--- config.mk ---
export PLATFORM = sky130hd
export DESIGN_NAME = vr_slice_ctrl
export DESIGN_NICKNAME = d
export VERILOG_FILES = /design/src/rtl/vr_pkg.sv /design/src/rtl/vr_addr_split.sv /design/src/rtl/vr_way_match.sv /design/src/rtl/vr_free_way.sv /design/src/rtl/vr_slice_ctrl.sv
export SDC_FILE = /design/constraint.sdc
export NUM_CORES = 2
export LEC_CHECK = 0
export ABC_AREA = 0
export ABC_CLOCK_PERIOD_IN_PS = 4100
export BUFFER_PORTS_ARGS = -buffer_cell sky130_fd_sc_hd__clkbuf_2
export CAP_MARGIN = 20
export CORE_ASPECT_RATIO = 1.5
export CORE_MARGIN = 1.5
export CORE_UTILIZATION = 23
export DETAILED_ROUTE_END_ITERATION = 12
export PLACE_DENSITY = 0.4
export SKIP_LAST_GASP = 1
export SLEW_MARGIN = 20
export SYNTH_ARGS = -nofsm -noshare
export SYNTH_HDL_FRONTEND = slang
export SYNTH_SLANG_ARGS = --single-unit
--- constraint.sdc ---
create_clock -name clk -period 4.1 [get_ports clk]
set_input_delay 0.205 -clock clk [delete_from_list [all_inputs] [get_ports clk]]
set_output_delay 0.205 -clock clk [all_outputs]
set_load 0.02 [all_outputs]
--- src/rtl/vr_pkg.sv ---
package vr_pkg;
    typedef enum logic {
        ST_IDLE = 1'b0,
        ST_WAIT = 1'b1
    } vr_state_e;

    // lookup port numbering shared by the top and its generate loop
    localparam int LK_MISS  = 0;
    localparam int LK_EVICT = 1;
    localparam int LK_INV   = 2;
    localparam int LK_FILL  = 3;
    localparam int LK_NUM   = 4;
endpackage

--- src/rtl/vr_addr_split.sv ---
module vr_addr_split #(
    parameter int ADDR_W = 16,
    parameter int OFF_W  = 2,
    parameter int SET_W  = 3,
    localparam int TAG_W = ADDR_W - OFF_W - SET_W
) (
    input  logic [ADDR_W-1:0] addr,
    output logic [SET_W-1:0]  set_idx,
    output logic [TAG_W-1:0]  tag
);
    assign set_idx = addr[OFF_W +: SET_W];
    assign tag     = addr[ADDR_W-1 -: TAG_W];
endmodule

--- src/rtl/vr_way_match.sv ---
module vr_way_match #(
    parameter int WAYS  = 2,
    parameter int TAG_W = 11
) (
    input  logic [WAYS*TAG_W-1:0] row_tags,
    input  logic [WAYS-1:0]       row_vld,
    input  logic [TAG_W-1:0]      tag,
    output logic [WAYS-1:0]       hit
);
    for (genvar w = 0; w < WAYS; w++) begin : g_way
        assign hit[w] = row_vld[w] && (row_tags[w*TAG_W +: TAG_W] == tag);
    end
endmodule

--- src/rtl/vr_free_way.sv ---
module vr_free_way #(
    parameter int WAYS     = 2,
    parameter bit FROM_TOP = 1'b0,
    localparam int WAY_W   = (WAYS > 1) ? $clog2(WAYS) : 1
) (
    input  logic [WAYS-1:0]  row_vld,
    output logic             found,
    output logic [WAY_W-1:0] idx
);
    if (FROM_TOP) begin : g_high
        // the last free way seen while scanning upward wins
        always_comb begin
            found = 1'b0;
            idx   = '0;
            for (int w = 0; w < WAYS; w++) begin
                if (!row_vld[w]) begin
                    found = 1'b1;
                    idx   = WAY_W'(w);
                end
            end
        end
    end else begin : g_low
        // the last free way seen while scanning downward wins
        always_comb begin
            found = 1'b0;
            idx   = '0;
            for (int w = WAYS - 1; w >= 0; w--) begin
                if (!row_vld[w]) begin
                    found = 1'b1;
                    idx   = WAY_W'(w);
                end
            end
        end
    end
endmodule

--- src/rtl/vr_slice_ctrl.sv ---
module vr_slice_ctrl
    import vr_pkg::*;
#(
    parameter int ADDR_W     = 16,
    parameter int DATA_W     = 32,
    parameter int OFF_W      = 2,
    parameter int NUM_SLICES = 4,
    parameter int SLICE_ID   = 1,
    parameter int SETS       = 8,
    parameter int WAYS       = 2,
    localparam int SLICE_W   = (NUM_SLICES > 1) ? $clog2(NUM_SLICES) : 1
) (
    input  logic              clk,
    input  logic              rst_n,
    input  logic              evict_valid,
    input  logic [ADDR_W-1:0] evict_addr,
    input  logic [DATA_W-1:0] evict_data,
    input  logic              miss_valid,
    output logic              miss_ready,
    input  logic [ADDR_W-1:0] miss_addr,
    output logic              rsp_valid,
    output logic [DATA_W-1:0] rsp_data,
    output logic              rsp_replica,
    output logic              fwd_valid,
    output logic [ADDR_W-1:0] fwd_addr,
    output logic [SLICE_W-1:0] fwd_slice,
    input  logic              home_rsp_valid,
    input  logic [DATA_W-1:0] home_rsp_data,
    input  logic              inv_valid,
    input  logic [ADDR_W-1:0] inv_addr
);
    localparam int SET_W = (SETS > 1) ? $clog2(SETS) : 1;
    localparam int TAG_W = ADDR_W - OFF_W - SET_W;
    localparam int WAY_W = (WAYS > 1) ? $clog2(WAYS) : 1;

    typedef struct packed {
        vr_state_e         st;
        logic [ADDR_W-1:0] pend;
        logic              rsp_v;
        logic [DATA_W-1:0] rsp_d;
        logic              rsp_rep;
        logic              fwd_v;
    } ctl_t;

    ctl_t ctl_d, ctl_q;

    logic [TAG_W-1:0]  tag_d [SETS][WAYS];
    logic [TAG_W-1:0]  tag_q [SETS][WAYS];
    logic [DATA_W-1:0] dat_d [SETS][WAYS];
    logic [DATA_W-1:0] dat_q [SETS][WAYS];
    logic [WAYS-1:0]   vld_d [SETS];
    logic [WAYS-1:0]   vld_q [SETS];
    logic [WAYS-1:0]   rep_d [SETS];
    logic [WAYS-1:0]   rep_q [SETS];

    // ---------------- lookup ports ----------------
    logic [ADDR_W-1:0] lk_addr [LK_NUM];
    logic [SET_W-1:0]  lk_set  [LK_NUM];
    logic [TAG_W-1:0]  lk_tag  [LK_NUM];
    logic [WAYS-1:0]   lk_hit  [LK_NUM];

    assign lk_addr[LK_MISS]  = miss_addr;
    assign lk_addr[LK_EVICT] = evict_addr;
    assign lk_addr[LK_INV]   = inv_addr;
    assign lk_addr[LK_FILL]  = ctl_q.pend;

    for (genvar k = 0; k < LK_NUM; k++) begin : g_lookup
        logic [WAYS*TAG_W-1:0] row;

        vr_addr_split #(.ADDR_W(ADDR_W), .OFF_W(OFF_W), .SET_W(SET_W)) u_split (
            .addr    (lk_addr[k]),
            .set_idx (lk_set[k]),
            .tag     (lk_tag[k])
        );

        always_comb begin
            for (int w = 0; w < WAYS; w++) begin
                row[w*TAG_W +: TAG_W] = tag_q[lk_set[k]][w];
            end
        end

        vr_way_match #(.WAYS(WAYS), .TAG_W(TAG_W)) u_match (
            .row_tags (row),
            .row_vld  (vld_q[lk_set[k]]),
            .tag      (lk_tag[k]),
            .hit      (lk_hit[k])
        );
    end

    // ---------------- way choosers ----------------
    logic             ev_free;
    logic [WAY_W-1:0] ev_free_way;
    logic             fl_free;
    logic [WAY_W-1:0] fl_free_way;

    vr_free_way #(.WAYS(WAYS), .FROM_TOP(1'b1)) u_ev_free (
        .row_vld (vld_q[lk_set[LK_EVICT]]),
        .found   (ev_free),
        .idx     (ev_free_way)
    );

    vr_free_way #(.WAYS(WAYS), .FROM_TOP(1'b0)) u_fl_free (
        .row_vld (vld_q[lk_set[LK_FILL]]),
        .found   (fl_free),
        .idx     (fl_free_way)
    );

    // ---------------- next-state logic ----------------
    logic [WAYS-1:0]  miss_hit_v;
    logic [WAY_W-1:0] miss_way;
    logic [WAY_W-1:0] fill_way;
    logic [WAY_W-1:0] ev_hit_way;
    logic             accept;
    logic             fill_go;
    logic             fill_alloc;
    logic             fill_same_set;

    always_comb begin
        ctl_d         = ctl_q;
        ctl_d.rsp_v   = 1'b0;
        ctl_d.fwd_v   = 1'b0;
        tag_d         = tag_q;
        dat_d         = dat_q;
        vld_d         = vld_q;
        rep_d         = rep_q;

        // a same-cycle invalidation of the probed line turns the hit into a miss
        miss_hit_v = lk_hit[LK_MISS];
        if (inv_valid && (lk_set[LK_INV] == lk_set[LK_MISS])) begin
            miss_hit_v = lk_hit[LK_MISS] & ~lk_hit[LK_INV];
        end

        miss_way   = '0;
        ev_hit_way = '0;
        for (int w = 0; w < WAYS; w++) begin
            if (miss_hit_v[w])        miss_way   = WAY_W'(w);
            if (lk_hit[LK_EVICT][w])  ev_hit_way = WAY_W'(w);
        end

        // fill reuses a matching way, else the lowest free way, else way 0
        fill_way = '0;
        if (fl_free) fill_way = fl_free_way;
        for (int w = 0; w < WAYS; w++) begin
            if (lk_hit[LK_FILL][w]) fill_way = WAY_W'(w);
        end

        accept        = miss_valid && (ctl_q.st == ST_IDLE);
        fill_go       = home_rsp_valid && (ctl_q.st == ST_WAIT);
        fill_alloc    = fill_go &&
                        (ctl_q.pend[OFF_W +: SLICE_W] == SLICE_W'(SLICE_ID));
        fill_same_set = fill_alloc && (lk_set[LK_FILL] == lk_set[LK_EVICT]);

        // L1 miss: local probe, then forward
        if (accept) begin
            if (|miss_hit_v) begin
                ctl_d.rsp_v   = 1'b1;
                ctl_d.rsp_d   = dat_q[lk_set[LK_MISS]][miss_way];
                ctl_d.rsp_rep = rep_q[lk_set[LK_MISS]][miss_way];
            end else begin
                ctl_d.fwd_v = 1'b1;
                ctl_d.st    = ST_WAIT;
                ctl_d.pend  = miss_addr;
            end
        end

        // home response: to the L1 always, into the slice only when home
        if (fill_go) begin
            ctl_d.rsp_v   = 1'b1;
            ctl_d.rsp_d   = home_rsp_data;
            ctl_d.rsp_rep = 1'b0;
            ctl_d.st      = ST_IDLE;
            if (fill_alloc) begin
                vld_d[lk_set[LK_FILL]][fill_way] = 1'b1;
                rep_d[lk_set[LK_FILL]][fill_way] = 1'b0;
                tag_d[lk_set[LK_FILL]][fill_way] = lk_tag[LK_FILL];
                dat_d[lk_set[LK_FILL]][fill_way] = home_rsp_data;
            end
        end

        // L1 eviction: refresh in place or take a free way, never displace
        if (evict_valid) begin
            if (|lk_hit[LK_EVICT]) begin
                if (!(fill_same_set && (fill_way == ev_hit_way))) begin
                    dat_d[lk_set[LK_EVICT]][ev_hit_way] = evict_data;
                end
            end else if (ev_free && !(fill_same_set && (fill_way == ev_free_way))) begin
                vld_d[lk_set[LK_EVICT]][ev_free_way] = 1'b1;
                rep_d[lk_set[LK_EVICT]][ev_free_way] = 1'b1;
                tag_d[lk_set[LK_EVICT]][ev_free_way] = lk_tag[LK_EVICT];
                dat_d[lk_set[LK_EVICT]][ev_free_way] = evict_data;
            end
        end

        // invalidation is applied last and wins over the other updates
        if (inv_valid) begin
            for (int w = 0; w < WAYS; w++) begin
                if (lk_hit[LK_INV][w]) vld_d[lk_set[LK_INV]][w] = 1'b0;
            end
        end
    end

    always_ff @(posedge clk) begin
        if (!rst_n) begin
            ctl_q <= '{st: ST_IDLE, pend: '0, rsp_v: 1'b0, rsp_d: '0,
                       rsp_rep: 1'b0, fwd_v: 1'b0};
            for (int s = 0; s < SETS; s++) begin
                vld_q[s] <= '0;
                rep_q[s] <= '0;
                for (int w = 0; w < WAYS; w++) begin
                    tag_q[s][w] <= '0;
                    dat_q[s][w] <= '0;
                end
            end
        end else begin
            ctl_q <= ctl_d;
            tag_q <= tag_d;
            dat_q <= dat_d;
            vld_q <= vld_d;
            rep_q <= rep_d;
        end
    end

    assign miss_ready  = (ctl_q.st == ST_IDLE);
    assign rsp_valid   = ctl_q.rsp_v;
    assign rsp_data    = ctl_q.rsp_d;
    assign rsp_replica = ctl_q.rsp_rep;
    assign fwd_valid   = ctl_q.fwd_v;
    assign fwd_addr    = ctl_q.pend;
    assign fwd_slice   = ctl_q.pend[OFF_W +: SLICE_W];
endmodule

==> out/qor.csv <==
metric,value,unit
htreeDepth,3,
clock_sink_count,772,
slew_headroom,0.304,
dr.pass1.iters,8,
gr-total-overflow,0,
start_util,0.232,
clkTransAtPathRegs,0.06,ns
p_per_area,353,nW/um^2
grt_pass1_wl,254000,um
grt.total_usage,0.190,
drcViolationCount,0,
layout-drive-gt1-share,0.252,
num_vias,33900,
yosysWarnings,0,
fin_crit_sh,0.950,
cp-start-kind,register,
cts-buffers-inserted,90,
clockRootBuffer,clkbuf_16,
muxShareOfSynthArea,0.344,
hold_path.class,input pin to register,
rsz0062_at_grt,false,
drt_iter0_drc,2551,
clkLatencyLatePin,0.73,ns
post_synth.cell_area_avg,10.2,um^2
yosys.cell_count.top_type,dfxtp_1,
synth_area,41500,um^2
place.detailed.hpwl,121000,um
nFillCells,18700,
async_flop_share,0,
die_h,524,um
grt_pass1_vias,34400,
p_leak,22.3,nW
layout.nets,4458,
routabilityCongestion,0.922,
peakVddDrop,0.000289,V
hold_ws,0.0933,ns
cp_max_fo,14,
yosys.area.top_type_share,0.372,
grt_max_degree,165,
synth_cell_types,80,
synthCells,4088,
synth_compound_gate_area_share,0.0924,
clock_path_buffers,3,
status,finished clean,
wire_per_inst,26.0,um
synth_top_family_by_area,multiplexers,
antenna_left,0,
setup_viol,0,
yosys_register_bits,772,
ys_top_cells_by_area,"dfxtp_1, mux2i_1, mux4_2",
crit_path_end_kind,register,
area.growth.synth_to_final,23.6,%
fin_skew,0.0339,ns
fmax,257,MHz
synth_fa_ha_area_frac,0,
setup_slack,0.206,ns
seq_area_frac_synth,0.372,
fin_total_pwr,18.1,mW
synth_xor_area_frac,0.0181,
synth_common_cells,"dfxtp_1, mux2i_1, nand2_1, nor2_1, clkbuf_1",
drv_cap,0,
io_buffers,167,
via_per_inst,4.98,
required,4.73,ns
syn_nets,4206,
preCtsSetupSlack,-0.109,ns
antenna_found_initial,13,
cts_tree,yes,
wirelength,178000,um
worstSetupPathType,register to register,
die_area,183000,um^2
synth_edf_count,0,
hold_viol,0,
rows,190,
worstPathArrival,4.53,ns
synth.largest_area_cell,dfxtp_1,
worstMarginPinSlew,1.04,ns
yosys.area_share.simple,0.116,
io_pins,172,
dieWidth,350,um
slew_violations,0,
post-route-min-period,3.89,ns
synth-main-ff-cell,dfxtp_1,
core-area,179000,um^2
worst paths after layout:
path                       start    endpoint  slack [ns]  cells past startpoint
setup / recovery     fwd_addr[2]  dat_q[303]        0.21                     16
hold / removal    evict_addr[11]   tag_q[50]        0.09                      4
hold reg to reg         rep_q[1]    rep_q[1]        0.44                      2
setup reg to reg     fwd_addr[2]  dat_q[303]        0.21                     16
cell families (layout without fill, tap and decap cells):
logic type	Yosys count	in the layout
AOI/OAI and AO/OA	520	520
xor gates and xnor gates	86	86
buffers and inverters	488	810
DFF	772	772
muxes	1122	1122
other	0	6
and+or+nand+nor	1100	1100
timing repair:
item	CTS	global route
hold endpoints to repair	341	0
setup buffers	0	6
hold buffers	85	0
setup endpoints to repair	0	251
resized for setup	0	9
flip-flops by register name (all words and copies together), names as in the netlist:
signal and cells:
rsp_replica 1, fwd_valid 1, dat_q 512, ctl_q 1, fwd_addr 16, rsp_data 32, tag_q 176, rsp_valid 1
rep_q 16, vld_q 16
per-stage QoR:
step	utilization	instance area (um^2)	TNS, ns	cells
6_report	0.287	51300	0	6816
5_1_grt	0.287	51300	0	6813
4_1_cts	0.286	51200	0	6804
3_5_place_dp	0.265	47400	-2.48	6557
3_3_place_gp	0.265	47400	-3.15	6557
2_1_floorplan	-	41500	0	4088
report_power, final:
part / leakage [nW] / total, mW / switching (mW) / internal (mW)
Clock: 1.47 / 8.33 / 3.65 / 4.68
Combinational: 14.6 / 2.06 / 1.27 / 0.787
Sequential: 6.24 / 7.75 / 0.125 / 7.63
critical path: stages (launching register included):
cell,delay (ns)
dfxtp_2,0.39
buf_12,0.19
buf_4,0.24
mux4_2,0.52
mux2i_1,0.23
xor2_1,0.18
nand2_1,0.17
nor3_2,0.06
nand3_1,0.15
buf_4,0.14
buf_4,0.13
nand2_1,0.06
o211a_1,0.25
buf_12,0.17
o21ai_4,0.49
buf_12,0.24
mux2i_1,0.19
cells in the final DEF (no fill, tap or decap), types with 9 or more instances in the layout:
| master | instances |
|---|---|
| a211oi_1 | 31 |
| a21oi_1 | 51 |
| a221o_1 | 15 |
| a221oi_1 | 63 |
| a22o_1 | 9 |
| a22oi_1 | 49 |
| a41oi_1 | 9 |
| and2_1 | 9 |
| and3_1 | 51 |
| buf_12 | 107 |
| buf_4 | 258 |
| clkbuf_1 | 22 |
| clkbuf_16 | 90 |
| clkbuf_2 | 161 |
| clkbuf_8 | 15 |
| clkinv_2 | 19 |
| dfxtp_1 | 769 |
| dlygate4sd3_1 | 85 |
| inv_1 | 28 |
| mux2_2 | 150 |
| mux2i_1 | 742 |
| mux4_2 | 229 |
| nand2_1 | 471 |
| nand2b_1 | 40 |
| nand3_1 | 73 |
| nand4_1 | 10 |
| nor2_1 | 299 |
| nor2b_1 | 32 |
| nor3_1 | 54 |
| nor4_1 | 11 |
| o211a_1 | 27 |
| o211ai_1 | 64 |
| o21a_1 | 10 |
| o21ai_0 | 99 |
| o21ai_4 | 10 |
| o221a_2 | 11 |
| o22ai_1 | 20 |
| xnor2_1 | 43 |
| xor2_1 | 43 |
layout make-up:
class / instances / area, um^2 / area share
Clock inverter: 35 / 447 / 0.00870
Timing Repair Buffer: 616 / 5790 / 0.113
Antenna cell: 6 / 15.0 / 0.000292
Tap cell: 2400 / 3000 / 0.0585
Clock buffer: 127 / 2540 / 0.0495
Multi-Input combinational cell: 2828 / 24000 / 0.467
Sequential cell: 772 / 15500 / 0.301
Inverter: 32 / 128 / 0.00249
routing by layer:
metal / vias to the layer above / GRT usage / share of wire / routed length (um)
li1: 15300 / - / - / -
met1: 17200 / 0.231 / 0.42 / 74000
met2: 1049 / 0.332 / 0.49 / 87200
met3: 327 / 0.0255 / 0.044 / 7810
met4: 12 / 0.0861 / 0.048 / 8520
met5: - / 0 / 0.00035 / 62
Power figures use the tool's default switching activity.
